$ cat config.mk
export PLATFORM = sky130hd
export DESIGN_NAME = lpm_sequencer
export DESIGN_NICKNAME = d
export VERILOG_FILES = /design/src/rtl/lpm_pkg.sv /design/src/rtl/lpm_rst_sync.sv /design/src/rtl/lpm_guard.sv /design/src/rtl/lpm_mode_fsm.sv /design/src/rtl/lpm_pin_ctrl.sv /design/src/rtl/lpm_sequencer.sv
export SDC_FILE = /design/constraint.sdc
export NUM_CORES = 1
export LEC_CHECK = 0
export BUFFER_PORTS_ARGS = -buffer_cell sky130_fd_sc_hd__buf_2
export CAP_MARGIN = 20
export CORE_MARGIN = 2
export CORE_UTILIZATION = 37
export CTS_CLUSTER_SIZE = 8
export DETAILED_ROUTE_END_ITERATION = 8
export PLACE_DENSITY = 0.95
export SLEW_MARGIN = 15
export SYNTH_ARGS = -nofsm -noshare
export SYNTH_HDL_FRONTEND = slang
export SYNTH_SLANG_ARGS = --single-unit
$ cat constraint.sdc
create_clock -name clk_i -period 2.15 [get_ports clk_i]
set_input_delay 0.3225 -clock clk_i [delete_from_list [all_inputs] [get_ports clk_i]]
set_output_delay 0.3225 -clock clk_i [all_outputs]
set_load 0.1 [all_outputs]
$ cat src/rtl/lpm_pkg.sv
package lpm_pkg;
  typedef enum logic [1:0] {
    MODE_RUN   = 2'b00,
    MODE_IDLE  = 2'b01,
    MODE_PDOWN = 2'b10
  } lpm_mode_e;
endpackage

$ cat src/rtl/lpm_rst_sync.sv
module lpm_rst_sync #(
  parameter int STAGES = 2
) (
  input  logic clk_i,
  input  logic rst_ni,
  output logic rst_sync_no
);
  localparam int LAST = (STAGES < 2) ? 1 : STAGES - 1;

  logic [LAST:0] sync_q;
  logic [LAST:0] sync_d;

  always_comb begin
    sync_d = {sync_q[LAST-1:0], 1'b1};
  end

  always_ff @(posedge clk_i or negedge rst_ni) begin
    if (!rst_ni) sync_q <= '0;
    else         sync_q <= sync_d;
  end

  assign rst_sync_no = sync_q[LAST];
endmodule

$ cat src/rtl/lpm_guard.sv
module lpm_guard #(
  parameter int HALF_W = 16
) (
  input  logic              clk_i,
  input  logic              rst_ni,
  input  logic              run_i,
  input  logic              done_i,
  input  logic              req_idle_i,
  input  logic              req_pdown_i,
  input  logic [HALF_W-1:0] op_first_i,
  input  logic [HALF_W-1:0] op_second_i,
  input  logic              nmi_ni,
  output logic              go_idle_o,
  output logic              go_pdown_o,
  output logic              fault_o
);
  logic intact;
  logic execute;
  logic fault_set;
  logic fault_q;
  logic fault_d;

  always_comb begin
    intact     = (op_second_i == ~op_first_i);
    execute    = run_i & done_i;
    go_pdown_o = execute & req_pdown_i & intact & ~nmi_ni;
    go_idle_o  = execute & req_idle_i & ~req_pdown_i & intact;
    fault_set  = execute & (req_idle_i | req_pdown_i) & ~intact;
    fault_d    = fault_q | fault_set;
  end

  always_ff @(posedge clk_i or negedge rst_ni) begin
    if (!rst_ni) fault_q <= 1'b0;
    else         fault_q <= fault_d;
  end

  assign fault_o = fault_q;
endmodule

$ cat src/rtl/lpm_mode_fsm.sv
module lpm_mode_fsm
  import lpm_pkg::*;
(
  input  logic      clk_i,
  input  logic      rst_ni,
  input  logic      go_idle_i,
  input  logic      go_pdown_i,
  input  logic      irq_pend_i,
  input  logic      nmi_ni,
  output lpm_mode_e mode_o,
  output logic      cpu_clk_en_o,
  output logic      per_clk_en_o,
  output logic      wdt_en_o
);
  lpm_mode_e mode_q;
  lpm_mode_e mode_d;

  always_comb begin
    mode_d = mode_q;
    unique case (mode_q)
      MODE_RUN: begin
        if (go_pdown_i)     mode_d = MODE_PDOWN;
        else if (go_idle_i) mode_d = MODE_IDLE;
      end
      MODE_IDLE: begin
        if (irq_pend_i || !nmi_ni) mode_d = MODE_RUN;
      end
      MODE_PDOWN: mode_d = MODE_PDOWN;
      default:    mode_d = MODE_RUN;
    endcase
  end

  always_ff @(posedge clk_i or negedge rst_ni) begin
    if (!rst_ni) mode_q <= MODE_RUN;
    else         mode_q <= mode_d;
  end

  always_comb begin
    cpu_clk_en_o = (mode_q == MODE_RUN);
    per_clk_en_o = (mode_q != MODE_PDOWN);
    wdt_en_o     = (mode_q != MODE_PDOWN);
  end

  assign mode_o = mode_q;
endmodule

$ cat src/rtl/lpm_pin_ctrl.sv
module lpm_pin_ctrl #(
  parameter int AH_W = 8,
  parameter int AL_W = 8
) (
  input  logic            clk_i,
  input  logic            rst_ni,
  input  logic            run_i,
  input  logic            bus_cyc_i,
  input  logic            bhe_n_i,
  input  logic [AH_W-1:0] addr_hi_i,
  input  logic            bus_mux8_i,
  input  logic            wr_n_i,
  input  logic            rd_n_i,
  input  logic [AH_W-1:0] ad_hi_i,
  input  logic            ad_hi_oe_i,
  input  logic [AL_W-1:0] ad_lo_i,
  input  logic            ad_lo_oe_i,
  output logic            wr_n_o,
  output logic            rd_n_o,
  output logic            bhe_n_o,
  output logic [AH_W-1:0] ad_hi_o,
  output logic            ad_hi_oe_o,
  output logic [AL_W-1:0] ad_lo_o,
  output logic            ad_lo_oe_o
);
  logic            cap_en;
  logic            bhe_q;
  logic [AH_W-1:0] addr_q;

  assign cap_en = run_i & bus_cyc_i;

  always_ff @(posedge clk_i or negedge rst_ni) begin
    if (!rst_ni) begin
      bhe_q  <= 1'b1;
      addr_q <= '0;
    end else if (cap_en) begin
      bhe_q  <= bhe_n_i;
      addr_q <= addr_hi_i;
    end
  end

  always_comb begin
    if (run_i) begin
      wr_n_o     = wr_n_i;
      rd_n_o     = rd_n_i;
      bhe_n_o    = bhe_n_i;
      ad_hi_o    = ad_hi_i;
      ad_hi_oe_o = ad_hi_oe_i;
      ad_lo_o    = ad_lo_i;
      ad_lo_oe_o = ad_lo_oe_i;
    end else begin
      wr_n_o     = 1'b1;
      rd_n_o     = 1'b1;
      bhe_n_o    = bhe_q;
      ad_hi_o    = addr_q;
      ad_hi_oe_o = bus_mux8_i;
      ad_lo_o    = '0;
      ad_lo_oe_o = 1'b0;
    end
  end
endmodule

$ cat src/rtl/lpm_sequencer.sv
module lpm_sequencer
  import lpm_pkg::*;
#(
  parameter int HALF_W      = 16,
  parameter int AH_W        = 8,
  parameter int AL_W        = 8,
  parameter int SYNC_STAGES = 2
) (
  input  logic              clk_i,
  input  logic              rst_ni,
  input  logic              instr_done_i,
  input  logic              req_idle_i,
  input  logic              req_pdown_i,
  input  logic [HALF_W-1:0] op_first_i,
  input  logic [HALF_W-1:0] op_second_i,
  input  logic              nmi_ni,
  input  logic              irq_pend_i,
  input  logic              bus_cyc_i,
  input  logic              bhe_n_i,
  input  logic [AH_W-1:0]   addr_hi_i,
  input  logic              bus_mux8_i,
  input  logic              wr_n_i,
  input  logic              rd_n_i,
  input  logic [AH_W-1:0]   ad_hi_i,
  input  logic              ad_hi_oe_i,
  input  logic [AL_W-1:0]   ad_lo_i,
  input  logic              ad_lo_oe_i,
  output logic [1:0]        mode_o,
  output logic              cpu_clk_en_o,
  output logic              per_clk_en_o,
  output logic              wdt_en_o,
  output logic              ram_keep_o,
  output logic              prot_fault_o,
  output logic              wr_n_o,
  output logic              rd_n_o,
  output logic              bhe_n_o,
  output logic [AH_W-1:0]   ad_hi_o,
  output logic              ad_hi_oe_o,
  output logic [AL_W-1:0]   ad_lo_o,
  output logic              ad_lo_oe_o
);
  logic      rst_sync_n;
  logic      go_idle;
  logic      go_pdown;
  logic      in_run;
  lpm_mode_e mode;

  lpm_rst_sync #(.STAGES(SYNC_STAGES)) u_rst_sync (
    .clk_i       (clk_i),
    .rst_ni      (rst_ni),
    .rst_sync_no (rst_sync_n)
  );

  lpm_guard #(.HALF_W(HALF_W)) u_guard (
    .clk_i       (clk_i),
    .rst_ni      (rst_sync_n),
    .run_i       (in_run),
    .done_i      (instr_done_i),
    .req_idle_i  (req_idle_i),
    .req_pdown_i (req_pdown_i),
    .op_first_i  (op_first_i),
    .op_second_i (op_second_i),
    .nmi_ni      (nmi_ni),
    .go_idle_o   (go_idle),
    .go_pdown_o  (go_pdown),
    .fault_o     (prot_fault_o)
  );

  lpm_mode_fsm u_fsm (
    .clk_i        (clk_i),
    .rst_ni       (rst_sync_n),
    .go_idle_i    (go_idle),
    .go_pdown_i   (go_pdown),
    .irq_pend_i   (irq_pend_i),
    .nmi_ni       (nmi_ni),
    .mode_o       (mode),
    .cpu_clk_en_o (cpu_clk_en_o),
    .per_clk_en_o (per_clk_en_o),
    .wdt_en_o     (wdt_en_o)
  );

  assign in_run     = (mode == MODE_RUN);
  assign mode_o     = mode;
  assign ram_keep_o = 1'b1;

  lpm_pin_ctrl #(.AH_W(AH_W), .AL_W(AL_W)) u_pins (
    .clk_i      (clk_i),
    .rst_ni     (rst_sync_n),
    .run_i      (in_run),
    .bus_cyc_i  (bus_cyc_i),
    .bhe_n_i    (bhe_n_i),
    .addr_hi_i  (addr_hi_i),
    .bus_mux8_i (bus_mux8_i),
    .wr_n_i     (wr_n_i),
    .rd_n_i     (rd_n_i),
    .ad_hi_i    (ad_hi_i),
    .ad_hi_oe_i (ad_hi_oe_i),
    .ad_lo_i    (ad_lo_i),
    .ad_lo_oe_i (ad_lo_oe_i),
    .wr_n_o     (wr_n_o),
    .rd_n_o     (rd_n_o),
    .bhe_n_o    (bhe_n_o),
    .ad_hi_o    (ad_hi_o),
    .ad_hi_oe_o (ad_hi_oe_o),
    .ad_lo_o    (ad_lo_o),
    .ad_lo_oe_o (ad_lo_oe_o)
  );
endmodule

==> results of run 1 <==
-- cell families (layout without fill, tap and decap cells) --
logic type      Yosys count  in the layout
mux                      19             19
simple gates             23             23
compound gates            3              3
other cells               1              2
xor+xnor                 16             16
buf+inv                   5            103
flops                    14             14
-- per-stage QoR --
step / hold slack [ns] / utilization
after floorplan: 0.02691 / -
after detailed placement: 0.1091 / 0.7279
after global placement: 0.1094 / 0.7279
after global routing: 0.2127 / 0.7471
after CTS: 0.2027 / 0.7471
final: 0.1845 / 0.7471
-- flip-flops by register name, indices dropped and copies added (netlist names) --
register / count
u_pins.addr_q: 8
u_fsm.mode_o: 2
u_rst_sync.sync_q: 2
u_guard.fault_o: 1
u_pins.bhe_q: 1
-- layout make-up --
type                    instances  area (um^2)  area share
flip-flops and latches         14        354.1      0.1967
well taps                      30        37.54     0.02085
repair buffers                 99        805.8      0.4475
multi-input cells              63        566.8      0.3148
clock buffers                   4        36.28     0.02015
-- critical path, stage by stage (launching register included) --
cell and delay (ns):
dfrtp_2 0.45, nor2_2 0.15, buf_4 0.25, mux2_2 0.39, buf_12 0.17
-- layer usage --
layer  global-route usage  vias up  part of all wire
li1                     -      478                 -
met1               0.2024      455              0.35
met2               0.3902       45              0.56
met3              0.06389        6             0.087
met4              0.05983        0             0.011
met5                    0        -                 0
-- what timing repair did --
action                                 4_1_cts  5_1_grt
hold buffers                                 1        0
endpoints found under the hold margin        2        0
setup buffers                                0        0
-- cells in the final DEF, fill, tap and decap left out --
master,Yosys,final
clkbuf_8,0,1
xnor2_1,16,16
nor4_1,4,4
o21ai_0,1,1
mux2_1,1,1
and2_4,0,9
nand2_1,1,1
nand2b_2,0,1
dfrtp_2,0,2
nand4_1,1,1
or2_2,1,1
and2_1,10,1
or4bb_1,1,1
buf_2,2,76
or3_1,2,2
nand4b_1,1,1
mux2_2,18,18
buf_12,0,20
conb_1,1,2
clkbuf_4,0,3
dfrtp_1,13,11
o41ai_2,1,1
buf_4,2,2
dfstp_2,1,1
nor2_2,1,1
a41o_1,1,1
dlygate4sd3_1,0,1
-- how the worst max path moves through the flow --
stage,endpoint,start
finish,ad_hi_oe_o,u_fsm.mode_o[1]$_DFFE_PN0P_
global route,ad_hi_oe_o,u_fsm.mode_o[1]$_DFFE_PN0P_
CTS,bhe_n_o,u_fsm.mode_o[1]$_DFFE_PN0P_
detailed placement,u_pins.addr_q[0]$_DFFE_PN0P_,u_fsm.mode_o[1]$_DFFE_PN0P_
global placement,u_pins.addr_q[6]$_DFFE_PN0P_,u_fsm.mode_o[1]$_DFFE_PN0P_
floorplan,wdt_en_o,u_fsm.mode_o[0]$_DFFE_PN0P_
-- power by group --
part | total (mW) | internal [mW] | switching (mW)
clock | 0.186 | 0.103 | 0.0825
sequential | 0.269 | 0.265 | 0.00415
combinational | 0.125 | 0.0722 | 0.0523
total | 0.579 | 0.440 | 0.139
==> flow_summary.toml, run 1 <==
[cells_and_area]
insertedDiodeCount = 0
fraction_of_final_layout_cells_sized_beyond_drive_strength_1 = 0.7556
syn_to_final_growth_pct = 96.05
final.fill_count = 172
final_nets = 251
number_of_non_filler_instances_in_the_completed_layout = 210
finish.instance_area_mm2 = 0.001800

[yosys]
synth.top_cells.by_area = "dfrtp_1 35%, mux2_2 22%, xnor2_1 15%"
syn-mean-instance-area_um2 = 11.34
yosys.area_share.simple = 0.1621
ys_warn_count = 0
largest_family_of_logic_cells_by_synthesized_area = "multiplexers"
yosys.area.top_type = "dfrtp_1"
synth.area.mux_share = 0.2330
ys_seq_area_frac = 0.3828
synth_cell_types = 22
synthXorXnorAreaFrac = 0.1526
synth.top_cell.area_share = 0.3542
synth_compound_area_frac = 0.03406
synth_enable_flop_cells = 0
register_bit_count_reported_by_yosys = 14
asyncSetResetFlopFracSynth = 1.000
synthFlopType = "dfrtp_1"
synth_most_common_cell = "mux2_2"
synth_common_cells = "18 x mux2_2, 16 x xnor2_1, 13 x dfrtp_1"
synthesis.instances = 81
synthAdderAreaFrac = 0
post_synth_instance_area_um2 = 918.4

[worst_setup_path]
reg2reg_setup_slack_ns = 0.40
r2r_cells = 4
reg2reg_launch_point = "u_fsm.mode_o[1]$_DFFE_PN0P_"
path_type_of_the_worst_setup_path = "reg2out"
crit_path_max_fanout = 18
crit_path_start_kind = "register"
endpoint_of_the_most_critical_register_to_register_path = "u_pins.addr_q[6]$_DFFE_PN0P_"
arrival_worst_endpoint_ns = 1.71
crit_required_ns = 1.83
crit_path_end_kind = "output port"

[die]
die_footprint_mm2 = 0.002897
top_level_i_o_count = 98
dieWidth_um = 53.82
row_count = 18
floorplan.core_area_mm2 = 0.002410
initial_core_util = 0.3811
die_y_um = 53.82

[pwr]
static-leakage-power_nw = 0.8957
fin_total_pwr_uw = 579.2
powerDensity_mw_per_mm2 = 321.7
peakVddDrop_mv = 0.4664

[timing]
fin_ws_ns = 0.1213
grt_setup_unrepaired = "no"
report.final.hold_viol_count = 0
setup_tns_ns = 0
final-max-slew-violation-count = 0
achievable-frequency_mhz = 492.9
clock-skew-final_ns = 0.002863
min_period_ns = 2.029
final_critical_path_share_of_the_clock_period = 0.9436
setup_violations = 0

[global_route]
grt_first_pass_wirelength_um = 4105
grt_antenna_before_repair = 0
gr-usage-all-layers = 0.2021
grt_max_degree = 19
grt_overflow_total = 0
number_of_global_route_vias_before_repair = 966

[drt]
post_route_wl_um = 2645
ant_nets = 0
vias = 984
first_pass_iters = 2
detail_route.wl_per_cell_um = 12.60
routed_via_density = 4.686
first_iter_violations = 7
drt_drc_violations_left = 0

[clocking]
cts.root.buffer_cell = "clkbuf_4"
tritoncts = "done"
cts-buffers-inserted = 3
htreeDepth = 1
clock_path_buffers = 2
numClockSinks = 14
clk_pin_slew_ns = 0.08
post_cts.resized_instances = 0
worst_skew_pair.late_latency_ns = 0.28

[placed_design]
dp_cells = 205
place_congestion = 0.7091
placement.io_buffers = 96
post_dp_cell_area_mm2 = 0.001754
dpl_worst_slack_ns = 0.4065

[hold_path]
hold_class = "reg2async"

[run]
drv_cap = 0

[status]
run_status = "completed"
No activity file was read; power rests on OpenSTA's default activity.
==> run 2: changes to the inputs <==
- CORE_MARGIN: 2 -> 1
- PLACE_DENSITY: 0.95 -> 0.91
==> run 2 against run 1 <==
  * Setup slack worse by 0.019 ns
  * First-iteration DRC count fell by 14%
  * Final cell count fell by 0.95%
  * Wire length up 11%
  * Critical path depth did not move
  * Power up 0.26%
  * Global-route usage is 3.3 points higher
  * Via count increased by 3.5%
  * Worst hold slack better by 0.025 ns
  * Final area down 0.14%
  * Utilization rose by 4.3 points
  * Largest cell class unchanged
==> flow_summary.toml, run 2 (synthesis results as in run 1) <==
[placed_design]
placement.io_buffers = 96
place_congestion = 0.7036
hpwl_um = 2635

[worst_setup_path]
r2r_cells = 4
startpoint_of_the_most_critical_setup_path = "u_fsm.mode_o[1]$_DFFE_PN0P_"
crit_path_end_kind = "output port"
reg2reg_launch_point = "u_fsm.mode_o[1]$_DFFE_PN0P_"
crit_required_ns = 1.83
arrival_worst_endpoint_ns = 1.72
path_type_of_the_worst_setup_path = "reg2out"
cpLargestDelayFamily = "flip-flops"
crit_path_start_kind = "register"
cell_chain_critical_path = "nor2_2 -> buf_4 -> mux2_2 -> buf_12"
reg2reg_setup_slack_ns = 0.37
combined_buffer_and_inverter_count_along_the_critical_path = 2
crit_path_max_fanout = 16
critPathSlowestCell = "dfrtp_2"
endpoint_of_the_most_critical_register_to_register_path = "u_pins.addr_q[1]$_DFFE_PN0P_"
path_depth = 4
crit_path_max_incr_delay_ns = 0.45
crit_path_end = "bhe_n_o"

[die]
floorplan.core_area_mm2 = 0.002276
row_count = 17
die_y_um = 51.82
initial_core_util = 0.4035
dieWidth_um = 51.82
top_level_i_o_count = 98
die_footprint_mm2 = 0.002685

[drt]
post_route_wl_um = 2943
vias = 1018
detail_route.wl_per_cell_um = 14.15
first_pass_iters = 4
drt_drc_violations_left = 0
first_iter_violations = 6
routed_via_density = 4.894
ant_nets = 0

[pwr]
powerDensity_mw_per_mm2 = 323.0
peakVddDrop_mv = 0.4452
static-leakage-power_nw = 0.8957

[cells_and_area]
utilization = 0.7900
mostFrequentLayoutCell = "buf_2"
final_nets = 251
insertedDiodeCount = 0
syn_to_final_growth_pct = 95.78
final.fill_count = 139
mostFrequentLayoutCells = "76 x buf_2, 20 x buf_12, 18 x mux2_2"
fraction_of_final_layout_cells_sized_beyond_drive_strength_1 = 0.7556
registers.top_by_ff_count = "u_pins.addr_q"
final-seq-area_um2 = 354.1
number_of_flip_flops_in_the_largest_register = 8
area_occupied_by_multi_input_gates_um2 = 566.8

[timing]
timing.hold.ws_ns = 0.2091
final_critical_path_share_of_the_clock_period = 0.9523
report.final.hold_viol_count = 0
achievable-frequency_mhz = 488.4
final-max-slew-violation-count = 0
setup_violations = 0
worstMarginPinSlew_ns = 0.5032
min_period_ns = 2.047
clock-skew-final_ns = 0.002030
relative_slew_slack = 0.6645
grt_setup_unrepaired = "no"
setup_tns_ns = 0

[clocking]
numClockSinks = 14
htreeDepth = 1
post_cts.resized_instances = 0
clk_pin_slew_ns = 0.09
cts_hold_buffers = 1
cts.root.buffer_cell = "clkbuf_4"
clock_path_buffers = 2
cts-buffers-inserted = 3
worst_skew_pair.late_latency_ns = 0.27
tritoncts = "done"
postCtsSetupBuffers = 0

[hold_path]
hold_class = "reg2async"

[status]
run_status = "completed"

[global_route]
gr-usage-all-layers = 0.2353
grt_first_pass_wirelength_um = 4602
grt_max_degree = 17
number_of_global_route_vias_before_repair = 1078
grt_antenna_before_repair = 0
grt_overflow_total = 0

[run]
drv_cap = 0
[run 2: worst min path at each step]
| stage | startpoint | to | slack, ns | depth (start not counted) |
|---|---|---|---|---|
| global placement | rst_ni | u_rst_sync.sync_q[0]$_DFF_PN0_ | 0.11 | 1 |
| floorplan | rst_ni | u_rst_sync.sync_q[0]$_DFF_PN0_ | 0.03 | 0 |
| detailed placement | rst_ni | u_rst_sync.sync_q[0]$_DFF_PN0_ | 0.11 | 1 |
| finish | u_rst_sync.sync_q[1]$_DFF_PN0_ | u_pins.addr_q[1]$_DFFE_PN0P_ | 0.21 | 0 |
| CTS | u_rst_sync.sync_q[1]$_DFF_PN0_ | u_pins.addr_q[1]$_DFFE_PN0P_ | 0.22 | 0 |
| global route | u_rst_sync.sync_q[1]$_DFF_PN0_ | u_pins.addr_q[6]$_DFFE_PN0P_ | 0.24 | 0 |
[run 2: per-stage QoR]
step	std cells	instance area (um^2)	setup slack [ns]	power, mW
final	208	1798	0.1027	0.5807
after global routing	208	1798	0.02568	0.6101
after CTS	208	1798	0.09574	0.5903
after detailed placement	203	1752	0.3739	0.3997
after global placement	203	1752	0.4576	0.3937
after floorplan	82	953.4	0.1342	0.3224
[run 2: layout make-up]
type / instances / area share
Clock buffer: 4 / 0.02018
Timing Repair Buffer: 99 / 0.4482
Sequential cell: 14 / 0.1969
Tap cell: 28 / 0.01949
Multi-Input combinational cell: 63 / 0.3152
[run 2: layer usage]
metal / vias up / global-route usage / share of wire
met1: 460 / 0.2128 / 0.30
met3: 14 / 0.05556 / 0.096
met5: - / 0 / 0
met4: 0 / 0.1486 / 0.046
li1: 477 / - / -
met2: 67 / 0.4551 / 0.56
[run 2: report_power, final]
| group | total, mW | internal (mW) | switching, mW |
|---|---|---|---|
| Clock | 0.185 | 0.103 | 0.0826 |
| Combinational | 0.126 | 0.0723 | 0.0535 |
| Sequential | 0.270 | 0.265 | 0.00459 |
| Total | 0.581 | 0.440 | 0.141 |
